### src/rtl/fre_pkg.sv
package fre_pkg;
  localparam int DATA_W    = 64;
  localparam int SP_EXP_W  = 8;
  localparam int SP_FRAC_W = 23;
  localparam int DP_EXP_W  = 11;
  localparam int DP_FRAC_W = 52;
  localparam int SP_W      = 1 + SP_EXP_W + SP_FRAC_W;
  localparam int DP_W      = 1 + DP_EXP_W + DP_FRAC_W;

  typedef struct packed {
    logic load;
    logic dbl;
    logic dnMode;
  } freStrobe_t;
endpackage

### src/rtl/fre_format.sv
module fre_format #(
  parameter int EXP_W  = 8,
  parameter int FRAC_W = 23
) (
  input  logic [EXP_W+FRAC_W:0] operand,
  input  logic                  dnMode,
  output logic [EXP_W+FRAC_W:0] value,
  output logic                  invalidOp
);
  localparam int W = 1 + EXP_W + FRAC_W;

  logic              signBit;
  logic [EXP_W-1:0]  expField;
  logic [FRAC_W-1:0] fracField;
  logic              isNan;
  logic              isSignal;
  logic [EXP_W-1:0]  newExp;
  logic [W-1:0]      quietNan;
  logic [W-1:0]      defaultNan;

  always_comb begin
    signBit    = operand[W-1];
    expField   = operand[W-2 -: EXP_W];
    fracField  = operand[FRAC_W-1:0];
    isNan      = (&expField) && (|fracField);
    isSignal   = isNan && !fracField[FRAC_W-1];
    quietNan   = operand;
    quietNan[FRAC_W-1] = 1'b1;
    defaultNan = '0;
    defaultNan[W-2 -: EXP_W] = '1;
    defaultNan[FRAC_W-1] = 1'b1;
    newExp     = (expField == '0) ? {{(EXP_W-1){1'b1}}, 1'b0} : ~expField;
    if (isNan) begin
      value = dnMode ? defaultNan : quietNan;
    end else begin
      value = {signBit, newExp, {FRAC_W{1'b0}}};
    end
    invalidOp = isSignal;
  end
endmodule

### src/rtl/fre_ctrl.sv
module fre_ctrl
  import fre_pkg::*;
(
  input  logic       clk,
  input  logic       rstN,
  input  logic       inValid,
  input  logic       isDouble,
  input  logic       dnMode,
  output freStrobe_t strobe,
  output logic       outValid
);
  always_comb begin
    strobe.load   = inValid;
    strobe.dbl    = isDouble;
    strobe.dnMode = dnMode;
  end

  always_ff @(posedge clk) begin
    if (!rstN) outValid <= 1'b0;
    else       outValid <= inValid;
  end
endmodule

### src/rtl/fre_datapath.sv
module fre_datapath
  import fre_pkg::*;
(
  input  logic              clk,
  input  logic              rstN,
  input  freStrobe_t        strobe,
  input  logic [DATA_W-1:0] opIn,
  output logic [DATA_W-1:0] result,
  output logic              invalidFlag
);
  logic [SP_W-1:0]   spVal;
  logic              spInv;
  logic [DP_W-1:0]   dpVal;
  logic              dpInv;
  logic [DATA_W-1:0] nextResult;
  logic              nextInv;

  fre_format #(.EXP_W(SP_EXP_W), .FRAC_W(SP_FRAC_W)) u_sp (
    .operand(opIn[SP_W-1:0]), .dnMode(strobe.dnMode),
    .value(spVal), .invalidOp(spInv)
  );

  fre_format #(.EXP_W(DP_EXP_W), .FRAC_W(DP_FRAC_W)) u_dp (
    .operand(opIn[DP_W-1:0]), .dnMode(strobe.dnMode),
    .value(dpVal), .invalidOp(dpInv)
  );

  always_comb begin
    if (strobe.dbl) begin
      nextResult = dpVal;
      nextInv    = dpInv;
    end else begin
      nextResult = {{(DATA_W-SP_W){1'b0}}, spVal};
      nextInv    = spInv;
    end
  end

  always_ff @(posedge clk) begin
    if (!rstN) begin
      result      <= '0;
      invalidFlag <= 1'b0;
    end else if (strobe.load) begin
      result      <= nextResult;
      invalidFlag <= nextInv;
    end
  end
endmodule

### src/rtl/frecpx_unit.sv
module frecpx_unit
  import fre_pkg::*;
(
  input  logic              clk,
  input  logic              rstN,
  input  logic              inValid,
  input  logic [DATA_W-1:0] opIn,
  input  logic              isDouble,
  input  logic              dnMode,
  output logic              outValid,
  output logic [DATA_W-1:0] result,
  output logic              invalidFlag
);
  freStrobe_t strobe;

  fre_ctrl u_ctrl (
    .clk(clk), .rstN(rstN), .inValid(inValid), .isDouble(isDouble),
    .dnMode(dnMode), .strobe(strobe), .outValid(outValid)
  );

  fre_datapath u_dp (
    .clk(clk), .rstN(rstN), .strobe(strobe), .opIn(opIn),
    .result(result), .invalidFlag(invalidFlag)
  );
endmodule

### config.mk
export PLATFORM = sky130hd
export DESIGN_NAME = frecpx_unit
export DESIGN_NICKNAME = d
export VERILOG_FILES = /design/src/rtl/fre_pkg.sv /design/src/rtl/fre_format.sv /design/src/rtl/fre_ctrl.sv /design/src/rtl/fre_datapath.sv /design/src/rtl/frecpx_unit.sv
export SDC_FILE = /design/constraint.sdc
export NUM_CORES = 1
export LEC_CHECK = 0
export BUFFER_PORTS_ARGS = -buffer_cell sky130_fd_sc_hd__buf_2
export CAP_MARGIN = 20
export CORE_MARGIN = 4
export CORE_UTILIZATION = 55
export DETAILED_ROUTE_END_ITERATION = 6
export PLACE_DENSITY = 0.91
export SYNTH_ARGS = -nofsm -noshare
export SYNTH_HDL_FRONTEND = slang
export SYNTH_HIERARCHICAL = 1
export SYNTH_SLANG_ARGS = --single-unit
export TNS_END_PERCENT = 30
### constraint.sdc
create_clock -name clk -period 4.2 [get_ports clk]
set_input_delay 0.84 -clock clk [delete_from_list [all_inputs] [get_ports clk]]
set_output_delay 0.84 -clock clk [all_outputs]
set_load 0.05 [all_outputs]
==> results.sh <==
export IMPL_routed_via_count=3941
export IMPL_vias_per_cell=6.05
export IMPL_gr_total_overflow=0
export IMPL_syn_nets=525
export IMPL_ys_seq_area_share_pct=33.2
export IMPL_grt_usage_pct=26.2
export IMPL_grt_pass1_wl_um=18500
export IMPL_wl_met3_um=856
export IMPL_min_path_cells=2
export IMPL_ant_nets=0
export IMPL_antenna_found_initial=0
export IMPL_core_area_um2=6910
export IMPL_cts_sinks=66
export IMPL_ys_ff_latch=66
export IMPL_slew_violations=0
export IMPL_post_cts_buffers=0
export IMPL_synth_main_ff_cell="dfxtp_1"
export IMPL_synth_edff_count=0
export IMPL_rr_worst_depth=2
export IMPL_outcome="complete, but fails checks"
export IMPL_cts_root_buf="clkbuf_8"
export IMPL_utilization_pct=67.5
export IMPL_period_minus_slack_ns=2.47
export IMPL_dp_hpwl_um=7540
export IMPL_num_rows=30
export IMPL_routed_top_layer="met4"
export IMPL_synthDominantCellAreaShare_pct=33.2
export IMPL_cts_htree_levels=3
export IMPL_hold_slack_ns=0.470
export IMPL_postCtsHoldBufs=0
export IMPL_finalCritPeriodShare_pct=58.8
export IMPL_fin_cells=651
export IMPL_area_growth_pct=17.0
export IMPL_wl_met2_um=5470
export IMPL_start_util_pct=57.7
export IMPL_synth_cells=456
export IMPL_slew_headroom_pct=27.6
export IMPL_remaining_drc_errors=11
export IMPL_yosys_warnings=6
export IMPL_drt_wl_total_um=11500
export IMPL_cts_path_max_buffers=2
export IMPL_dieHeight_um=93.1
export IMPL_cts_tree="yes"
export IMPL_hold_path_class="reg -> reg"
export IMPL_critical_path_peak_fanout=36
export IMPL_critical_path_startpoint_type="input port"
export IMPL_fin_tns_setup_ns=0
export IMPL_wl_met1_um=4910
export IMPL_p_leak_uw=0.00191
export IMPL_max_freq_mhz=405
export IMPL_powerDensity_nw_per_um2=300
export IMPL_wire_per_inst_um=17.6
export IMPL_io_pins=135
export IMPL_synth_cell_types=35
export IMPL_syn_cell_area_um2=3980
export IMPL_fin_nets=620
export IMPL_dp_cells=635
export IMPL_async_flop_share_pct=0
export IMPL_finalHoldViolations=0
export IMPL_worstMarginPinSlew_ns=1.09
export IMPL_failed_checks="design-rule violations"
export IMPL_endpoint_kind="flop"
export IMPL_rsz0062_at_grt="no"
export IMPL_synth_most_common_cell="dfxtp_1"
export IMPL_finalSetupViolCount=0
export IMPL_first_pass_iters=7
export IMPL_fillCellCount=605
export IMPL_io_buffers=134
export IMPL_timing_max_cap_violations=0
export IMPL_synthTopCellsByCount="66 x dfxtp_1, 51 x nor4b_1"
export IMPL_synthTopCellsByArea="dfxtp_1 33%, nor4b_1 11%, mux2i_1 8.3%"
export IMPL_chipWidth_um=93.1
export IMPL_grt_max_degree=132
export IMPL_cts_buffers=9
export IMPL_yosys_area_top_type="dfxtp_1"
export IMPL_drive_gt1_share_pct=32.1
export IMPL_drtIter0Drc=327
export IMPL_synth_avg_cell_area_um2=8.73
export IMPL_fin_worst_skew_ns=0
export IMPL_gp_congestion=0.802
export IMPL_cts_resized=0
export IMPL_num_antenna_cells=0
export IMPL_critPathArrivalTime_ns=2.67
export IMPL_die_area_um2=8670
export IMPL_path_class="in -> reg"
export IMPL_cp_required_ns=4.40
export IMPL_clkTransAtPathRegs_ns=0.07
export IMPL_peakVddDrop_uv=175
export IMPL_insertion_delay_ns=0.33
export IMPL_grt_pass1_vias=3946
==> per-stage QoR <==
step,area (um2),total power (uW),setup WS (ns)
6_report,4660,1400,1.73
5_1_grt,4660,1450,1.62
4_1_cts,4630,1400,1.71
3_5_place_dp,4460,930,1.37
3_3_place_gp,4460,924,1.41
2_1_floorplan,3980,851,1.98
==> final timing paths <==
path	start	endpoint	slack (ns)
setup / recovery	opIn[6]	u_dp/result[2]	1.73
hold / removal	u_dp/result[35]	u_dp/result[35]	0.47
setup reg to reg	u_dp/result[15]	u_dp/result[15]	3.51
hold reg to reg	u_dp/result[35]	u_dp/result[35]	0.47
==> worst max-delay path: stages <==
cell	delay, ns
buf_2	0.12
nor4_1	0.34
nand4_1	0.23
nor4_4	0.32
buf_4	0.39
nor4b_1	0.10
mux2i_1	0.21
a21oi_1	0.09
==> metal layers <==
layer | GRT usage [%] | up-vias
met5 | 0 | -
met4 | 10.6 | 0
met3 | 5.47 | 21
met2 | 42.7 | 197
met1 | 33.7 | 1849
li1 | - | 1874
==> final cells by class <==
type / instances / area [um2] / area share, %
clock inverter: 3 / 15.0 / 0.322
inverter: 2 / 7.51 / 0.161
multi-input combinational: 333 / 2310 / 49.6
timing repair buffer: 139 / 731 / 15.7
clock buffer: 12 / 155 / 3.33
tap: 96 / 120 / 2.58
sequential: 66 / 1320 / 28.4
==> cell families after synthesis <==
| kind of cell | Yosys count | synth area share, % |
|---|---|---|
| muxes | 33 | 8.29 |
| buffers and inverters | 57 | 9.05 |
| DFF | 66 | 33.2 |
| and+or+nand+nor | 186 | 32.3 |
| AOI/OAI and AO/OA | 114 | 17.2 |
==> state kept, by name, summed over array words and instances, names as in the netlist <==
signal / flops
u_dp/result: 64
u_ctrl/outValid: 1
u_dp/invalidFlag: 1
==> power by group <==
| part | switching [uW] | total, uW | internal (uW) |
|---|---|---|---|
| Combinational | 179 | 264 | 84.8 |
| Sequential | 10.9 | 658 | 647 |
| Clock | 234 | 474 | 241 |
==> placed cells by master (no fill, tap or decap), types with 18 or more instances in the layout <==
cell and count:
nor4_1 18, nor4b_1 51, nand2b_1 32, a21oi_1 33
mux2i_1 33, buf_2 133, a21boi_1 33, o21ai_0 21
dfxtp_1 66, o21ai_1 23, nand3_1 33
No activity file was read; power rests on OpenSTA's default activity.
